[config.mk]
export PLATFORM = sky130hd
export DESIGN_NAME = sem_latch_bank
export DESIGN_NICKNAME = d
export VERILOG_FILES = /design/src/rtl/sem_pkg.sv /design/src/rtl/sem_rst_sync.sv /design/src/rtl/sem_port_decode.sv /design/src/rtl/sem_cell.sv /design/src/rtl/sem_read_latch.sv /design/src/rtl/sem_latch_bank.sv
export SDC_FILE = /design/constraint.sdc
export NUM_CORES = 1
export LEC_CHECK = 0
export BUFFER_PORTS_ARGS = -buffer_cell sky130_fd_sc_hd__clkbuf_2
export CORE_ASPECT_RATIO = 0.5
export CORE_UTILIZATION = 47
export CTS_BUF_LIST = sky130_fd_sc_hd__clkbuf_16
export DETAILED_ROUTE_END_ITERATION = 10
export HOLD_SLACK_MARGIN = 0.05
export PLACE_DENSITY = 0.8
export RECOVER_POWER = 50
export SLEW_MARGIN = 20
export SYNTH_ARGS = -nofsm -noshare
export SYNTH_HDL_FRONTEND = slang
export SYNTH_SLANG_ARGS = --single-unit
[constraint.sdc]
create_clock -name clk -period 1.56 [get_ports clk]
set_input_delay 0.468 -clock clk [delete_from_list [all_inputs] [get_ports clk]]
set_output_delay 0.468 -clock clk [all_outputs]
set_load 0.02 [all_outputs]
[src/rtl/sem_pkg.sv]
package sem_pkg;
  typedef enum logic [1:0] {
    OWN_NONE  = 2'd0,
    OWN_LEFT  = 2'd1,
    OWN_RIGHT = 2'd2
  } sem_owner_e;
endpackage

[src/rtl/sem_rst_sync.sv]
module sem_rst_sync (
  input  logic clk,
  input  logic arst_n,
  output logic rst_n_o
);
  logic stage1_q;
  logic stage2_q;

  always_ff @(posedge clk or negedge arst_n) begin
    if (!arst_n) begin
      stage1_q <= 1'b0;
      stage2_q <= 1'b0;
    end else begin
      stage1_q <= 1'b1;
      stage2_q <= stage1_q;
    end
  end

  assign rst_n_o = stage2_q;
endmodule

[src/rtl/sem_port_decode.sv]
module sem_port_decode #(
  parameter int NUM_SEM = 8,
  parameter int SEL_W   = 3
) (
  input  logic               sem_n,
  input  logic               ce_n,
  input  logic               we_n,
  input  logic [SEL_W-1:0]   sel,
  output logic [NUM_SEM-1:0] wr_hot,
  output logic               rd_en
);
  logic access;
  logic wr_en;

  // bank reached only with select low and memory enable inactive
  assign access = !sem_n && ce_n;
  assign wr_en  = access && !we_n;
  assign rd_en  = access && we_n;

  for (genvar g = 0; g < NUM_SEM; g++) begin : g_hot
    assign wr_hot[g] = wr_en && (sel == SEL_W'(g));
  end
endmodule

[src/rtl/sem_cell.sv]
module sem_cell
  import sem_pkg::*;
(
  input  logic clk,
  input  logic rst_n,
  input  logic wr_l,
  input  logic bit_l,
  input  logic wr_r,
  input  logic bit_r,
  output logic own_l,
  output logic own_r,
  output logic pend_l,
  output logic pend_r
);
  logic       req_l_q, req_l_d;
  logic       req_r_q, req_r_d;
  sem_owner_e owner_q, owner_d;

  always_comb begin
    req_l_d = wr_l ? !bit_l : req_l_q;
    req_r_d = wr_r ? !bit_r : req_r_q;
    owner_d = owner_q;
    unique case (owner_q)
      OWN_LEFT: begin
        if (!req_l_d) owner_d = req_r_d ? OWN_RIGHT : OWN_NONE;
      end
      OWN_RIGHT: begin
        if (!req_r_d) owner_d = req_l_d ? OWN_LEFT : OWN_NONE;
      end
      default: begin
        // left wins a same-cycle tie
        if (req_l_d)      owner_d = OWN_LEFT;
        else if (req_r_d) owner_d = OWN_RIGHT;
        else              owner_d = OWN_NONE;
      end
    endcase
  end

  always_ff @(posedge clk or negedge rst_n) begin
    if (!rst_n) begin
      req_l_q <= 1'b0;
      req_r_q <= 1'b0;
      owner_q <= OWN_NONE;
    end else begin
      req_l_q <= req_l_d;
      req_r_q <= req_r_d;
      owner_q <= owner_d;
    end
  end

  assign own_l  = (owner_q == OWN_LEFT);
  assign own_r  = (owner_q == OWN_RIGHT);
  assign pend_l = req_l_q;
  assign pend_r = req_r_q;
endmodule

[src/rtl/sem_read_latch.sv]
module sem_read_latch #(
  parameter int DATA_W = 18
) (
  input  logic              clk,
  input  logic              rst_n,
  input  logic              rd_en,
  input  logic              held,
  output logic [DATA_W-1:0] rdata
);
  logic [DATA_W-1:0] data_q;
  logic [DATA_W-1:0] data_d;

  always_comb begin
    data_d = data_q;
    if (rd_en) data_d = {DATA_W{!held}};
  end

  always_ff @(posedge clk or negedge rst_n) begin
    if (!rst_n) data_q <= '1;
    else        data_q <= data_d;
  end

  assign rdata = data_q;
endmodule

[src/rtl/sem_latch_bank.sv]
module sem_latch_bank #(
  parameter int NUM_SEM = 8,
  parameter int ADDR_W  = 16,
  parameter int DATA_W  = 18
) (
  input  logic              clk,
  input  logic              rst_n,
  input  logic              l_sem_n,
  input  logic              l_ce_n,
  input  logic              l_we_n,
  input  logic [ADDR_W-1:0] l_addr,
  input  logic [DATA_W-1:0] l_wdata,
  output logic [DATA_W-1:0] l_rdata,
  input  logic              r_sem_n,
  input  logic              r_ce_n,
  input  logic              r_we_n,
  input  logic [ADDR_W-1:0] r_addr,
  input  logic [DATA_W-1:0] r_wdata,
  output logic [DATA_W-1:0] r_rdata
);
  localparam int SEL_W = $clog2(NUM_SEM);

  logic               rst_int_n;
  logic [SEL_W-1:0]   l_sel, r_sel;
  logic [NUM_SEM-1:0] l_wr_hot, r_wr_hot;
  logic               l_rd_en, r_rd_en;
  logic [NUM_SEM-1:0] own_l, own_r, pend_l, pend_r;
  logic               unused_hi_bits;

  assign l_sel = l_addr[SEL_W-1:0];
  assign r_sel = r_addr[SEL_W-1:0];
  assign unused_hi_bits = ^{l_addr[ADDR_W-1:SEL_W], r_addr[ADDR_W-1:SEL_W],
                            l_wdata[DATA_W-1:1], r_wdata[DATA_W-1:1]};

  sem_rst_sync u_rst (
    .clk     (clk),
    .arst_n  (rst_n),
    .rst_n_o (rst_int_n)
  );

  sem_port_decode #(.NUM_SEM(NUM_SEM), .SEL_W(SEL_W)) u_dec_l (
    .sem_n  (l_sem_n),
    .ce_n   (l_ce_n),
    .we_n   (l_we_n),
    .sel    (l_sel),
    .wr_hot (l_wr_hot),
    .rd_en  (l_rd_en)
  );

  sem_port_decode #(.NUM_SEM(NUM_SEM), .SEL_W(SEL_W)) u_dec_r (
    .sem_n  (r_sem_n),
    .ce_n   (r_ce_n),
    .we_n   (r_we_n),
    .sel    (r_sel),
    .wr_hot (r_wr_hot),
    .rd_en  (r_rd_en)
  );

  for (genvar s = 0; s < NUM_SEM; s++) begin : g_cell
    sem_cell u_cell (
      .clk    (clk),
      .rst_n  (rst_int_n),
      .wr_l   (l_wr_hot[s]),
      .bit_l  (l_wdata[0]),
      .wr_r   (r_wr_hot[s]),
      .bit_r  (r_wdata[0]),
      .own_l  (own_l[s]),
      .own_r  (own_r[s]),
      .pend_l (pend_l[s]),
      .pend_r (pend_r[s])
    );
  end

  sem_read_latch #(.DATA_W(DATA_W)) u_rd_l (
    .clk   (clk),
    .rst_n (rst_int_n),
    .rd_en (l_rd_en),
    .held  (own_l[l_sel]),
    .rdata (l_rdata)
  );

  sem_read_latch #(.DATA_W(DATA_W)) u_rd_r (
    .clk   (clk),
    .rst_n (rst_int_n),
    .rd_en (r_rd_en),
    .held  (own_r[r_sel]),
    .rdata (r_rdata)
  );
endmodule

======== Yosys cells after proc, flatten, opt, wreduce, memory -nomap -nowiden ========
Index checks and enable logic that the tools add are counted.
storage, ports and cells
  memory bits (writable) .................. 0
  bits in latches ......................... 0
  bits in read-only memories .............. 0
  input port bits ......................... 76
  memories ................................ 0
  logic and storage cells ................. 184
  register bits ........................... 36
operators by class
  shifts and indexed selects .............. 0
  add/sub/neg operators ................... 0
  bitwise logic cells ..................... 0
  reductions and logical operators ........ 40
  multiplexer cells ....................... 68
  order comparisons ....................... 2
  multipliers ............................. 0
  equality and inequality tests ........... 46
  div/mod/pow operators ................... 0
operators with widths
  cell                  number
  $mux W2               32
  $ne A2 B2 Y1 const B  16
  $pmux W2 S2           8
  $mux W1               26
  $eq A3 B3 Y1 const B  8
  $logic_and A1 B1 Y1   22
  $eq A2 B1 Y1 const B  8
  $eq A2 B2 Y1 const B  8
  $reduce_and A2 Y1     8
  $eq A3 B2 Y1 const B  4
  $logic_not A1 Y1      8
  $lt A3 B4 Y1 const B  2
  $bmux W1 S3           2
  $eq A3 B1 Y1 const B  2
  $logic_not A3 Y1      2

======== Depth between registers and ports, before layout ========
  depth in word-level cells ............... 8
  gate-level depth with buffers ........... 7
  mapped depth without buffers ............ 6

======== Modules after synthesis ========
From an unflattened synthesis, not the netlist that was laid out.
second synthesis, totals
  cell total of the unflattened synthesis .. 243
  area, all modules ....................... 2566.2 sq um
modules (own cells, without submodules)
  module           area each (sq um)  cells an instance  times used  seq. area each (sq um)
  sem_cell         232.7              21                 8           100.1
  sem_read_latch   167.7              20                 2           26.3
  sem_port_decode  93.8               13                 2           0.0
  sem_latch_bank   127.6              6                  1           0.0
  sem_rst_sync     53.8               3                  1           50.0

======== Least setup slack after synthesis ========
Ideal clock, no wire load.
  path kind ............................... input to register
  start point ............................. in l_addr[2]
  end point ............................... reg g_cell[2].u_cell.owner_q[0]
  cell stages on the path ................. 5
  setup time .............................. 0.126 ns
  slack ................................... -0.544 ns
  data arrival time ....................... 1.977 ns
  cell sequence ........................... or4b_4 > or3b_4 > mux2i_4 > nor4b_1 > a311o_1
between the ends
  longest elaborated chain between the ends .. 6
RTL lines
  what                    line                   text
  start: declaration      sem_latch_bank.sv:11   input logic [ADDR_W-1:0] l_addr,
  $eq A3 B2 Y1 *          sem_port_decode.sv:21  assign wr_hot[g] = wr_en && (sel == SEL_W'(g));
  $logic_and A1 B1 Y1 *   sem_port_decode.sv:21
  $mux W1 *               sem_cell.sv:20         req_l_d = wr_l ? !bit_l : req_l_q;
  $mux W1                 sem_cell.sv:28         if (!req_r_d) owner_d = req_l_d ? OWN_LEFT : OWN_NONE;
  $mux W2                 sem_cell.sv:28
  $pmux W2 S2             sem_cell.sv:23         unique case (owner_q)
  end signal: assignment  sem_cell.sv:47         owner_q <= owner_d;
  end: declaration        sem_cell.sv:17         sem_owner_e owner_q, owner_d;
Every way passes the cells marked *; elsewhere a longest branch is shown, timed or not. The select of a mux whose other input is x is not followed.
A chain may end at the register's enable or synchronous reset.

======== Worst setup path after layout ========
  start point ............................. in l_we_n
  end point ............................... reg g_cell[2].u_cell.owner_q[0]
between the ends
  longest elaborated chain between the ends .. 7
RTL lines
  what                   line                   text
  start: declaration     sem_latch_bank.sv:10   input logic l_we_n,
  $logic_not A1 Y1 *     sem_port_decode.sv:17  assign wr_en = access && !we_n;
  $logic_and A1 B1 Y1 *  sem_port_decode.sv:17
  $logic_and A1 B1 Y1 *  sem_port_decode.sv:21
  $mux W1 *              sem_cell.sv:20
  $mux W1                sem_cell.sv:28
  $mux W2                sem_cell.sv:28
  $pmux W2 S2            sem_cell.sv:23
Marked as above.

==> impl_metrics.ini <==
[outcome]
status = finished with violations
failed_checks = negative setup slack

[logic_synthesis]
synth_edf_count = 0
mappedNetlistArea_sq_um = 2420
synth_area_per_cell_sq_um = 9.86
seq_area_frac_synth = 0.373
synth-main-ff-cell = dfrtp_1
ys_ff_latch = 36
synth_top_area_share = 0.351
synth_nets = 338
ys_async_sr_fraction = 1.00
netlist_top_cells_area = dfrtp_1 35%, buf_4 11%, ha_1 8.3%, inv_1 4.2%, mux2_2 3.7%
synth_top_area_cell = dfrtp_1
synthCells = 246
yosys_warnings = 0
synth_cell_types = 44

[timing]
skew_ns = 0.00775
slew_headroom = 0.381
hold_viol = 0
rsz0062_at_grt = yes
fin_crit_ns = 2.03
final.period_utilization = 1.30
fin_ws_ns = -0.470
max_freq_mhz = 493
worstMarginPinSlew_ns = 0.928
drv_slew = 0
holdWs_ns = 0.358
setup_viol = 59

[critical_path]
cp-end-kind = flip-flop
arrival_ns = 2.20
path_cells = clkbuf_2, or4b_4, or3b_4, mux2i_4, nor2_2, a311o_1
crit_slowest_cell = or4b_4
path_class = primary input to flip-flop
crit_fanout = 4
timing.critical_path.buf_inv = 1
crit_path_max_incr_delay_ns = 0.54
worst_path_dominant_cell_family = simple AND/OR/NAND/NOR gates
required_ns = 1.73
rrSetupSlack_ns = -0.11
critPathLaunchType = primary input

[final_layout]
syn_to_final_growth_pct = 68.5
final_cell_mix = 66 x buf_4, 33 x dfrtp_1, 28 x buf_8
design_area_sq_um = 4090
final_nets = 443
layout-drive-gt1-share = 0.621
layout_commonest_cell = buf_4
final_util = 0.824
n_antenna_cell = 0

[floorplan]
start_util = 0.489
die_h_um = 52.8
dieArea_sq_um = 5470
io_pins = 112
core_area_sq_um = 4950
placementRows = 18
die_w_um = 104

[clocking]
cts_buffers = 5
cts_tree = done
clockBufferDepth = 2
clk_latency_ns = 0.29
clockRootBuffer = clkbuf_16
cts_max_level = 2
clk_pin_slew_worst_paths_ns = 0.06
cts.sinks = 36

[place]
placed_area_sq_um = 2990
dpl.hpwl_um = 4440
io_buffers = 51
gp_congestion = 0.797

[detailed_routing]
drt_first_iter_violations = 402
wl_per_cell_um = 24.2
via_per_inst = 6.23
drc_errors = 0
vias = 2624
antenna_left = 0
drtPass1Iterations = 5
finalWirelength_um = 10200

[run]
drv_cap = 0

[global_route]
grt_max_degree = 35
grt_pass1_vias = 2384
overflow = 0
grt_pass1_wl_um = 12200
antenna_found_initial = 0
grt_use_total = 0.300

[pwr]
powerDensity_nw_per_um2 = 1730
p_total_w = 0.00707
ir_drop_uv = 1010
leakage_nw = 1.86

[min_path]
min_path_type = flip-flop to flip-flop
per-stage QoR:
step	instances	setup TNS, ns	setup slack (ns)
2_1_floorplan	246	-4.31	-0.544
3_3_place_gp	388	-10.11	-0.661
3_5_place_dp	388	-11.83	-0.704
4_1_cts	414	-6.04	-0.391
5_1_grt	421	-9.76	-0.524
6_report	421	-8.61	-0.470
final timing paths:
check,endpoint,startpoint,cells after the start
worst max-delay path,g_cell[2].u_cell.owner_q[0]$_DFFE_PN0P_,l_we_n,6
worst min-delay path,u_rst.rst_n_o$_DFF_PN0_,u_rst.stage1_q$_DFF_PN0_,0
worst max register to register,u_rd_l.rdata[0]$_DFFE_PN1P_,g_cell[3].u_cell.owner_q[1]$_DFFE_PN0P_,5
worst min register to register,u_rst.rst_n_o$_DFF_PN0_,u_rst.stage1_q$_DFF_PN0_,0
max in group asynchronous,g_cell[6].u_cell.owner_q[0]$_DFFE_PN0P_,u_rst.rst_n_o$_DFF_PN0_,1
min in group asynchronous,g_cell[5].u_cell.pend_l$_DFF_PN0_,u_rst.rst_n_o$_DFF_PN0_,1
per-layer routing:
layer,up-vias,wire (um),GRT usage
met4,0,483,0.145
li1,1052,-,-
met1,1247,3830,0.345
met5,-,0,0
met2,265,4750,0.548
met3,60,1120,0.0671
flip-flops by register name, summed over array words and instances, names as in the netlist:
name                   count
u_rd_l.rdata               1
g_cell.u_cell.pend_l       8
u_rst.rst_n_o              1
u_rd_r.rdata               1
u_rst.stage1_q             1
g_cell.u_cell.owner_q     16
g_cell.u_cell.pend_r       8
where the power goes:
part           switching, W  leakage [nW]  internal [W]
clock network      0.000405        0.0709      0.000575
logic               0.00231          1.33       0.00231
registers          0.000265         0.459       0.00121
total               0.00298          1.86       0.00409
cell type report:
class,count,area [sq um]
timing repair buffer,133,1310
clock buffer,5,125
sequential,36,905
inverter,27,101
multi-input combinational,148,1550
tap,70,87.6
clock inverter,2,8.76
fill,206,870
synth_stat cells (5+ instances only):
master / n
dfrtp_1: 34
buf_4: 34
nand2_1: 22
o21ai_0: 10
inv_1: 27
a21oi_1: 5
nand2b_1: 5
nand3_1: 7
nor2_1: 13
ha_1: 16
mux2_2: 8
what timing repair did:
action | CTS | global route
endpoints found under the hold margin | 2 | 0
endpoints found under the setup margin | 58 | 60
hold buffers | 1 | 0
setup buffers | 15 | 11
gates resized for setup | 104 | 97
gates cloned | 3 | 1
pin swaps | 22 | 19
cell families after synthesis:
family                     after synthesis  share of synthesized area
and+or+nand+nor                         68                      0.160
AOI/OAI and AO/OA                       46                      0.134
muxes                                   17                      0.100
buffers and inverters                   62                      0.149
DFF                                     36                      0.373
adders and majority gates               16                     0.0826
other                                    1                    0.00155
worst register-to-register path: stages (launching register included):
cell and delay, ns:
dfrtp_1 0.43, inv_2 0.09, ha_2 0.20, mux4_2 0.48, mux2_4 0.29, o21ai_2 0.11
Power figures use the tool's default switching activity.
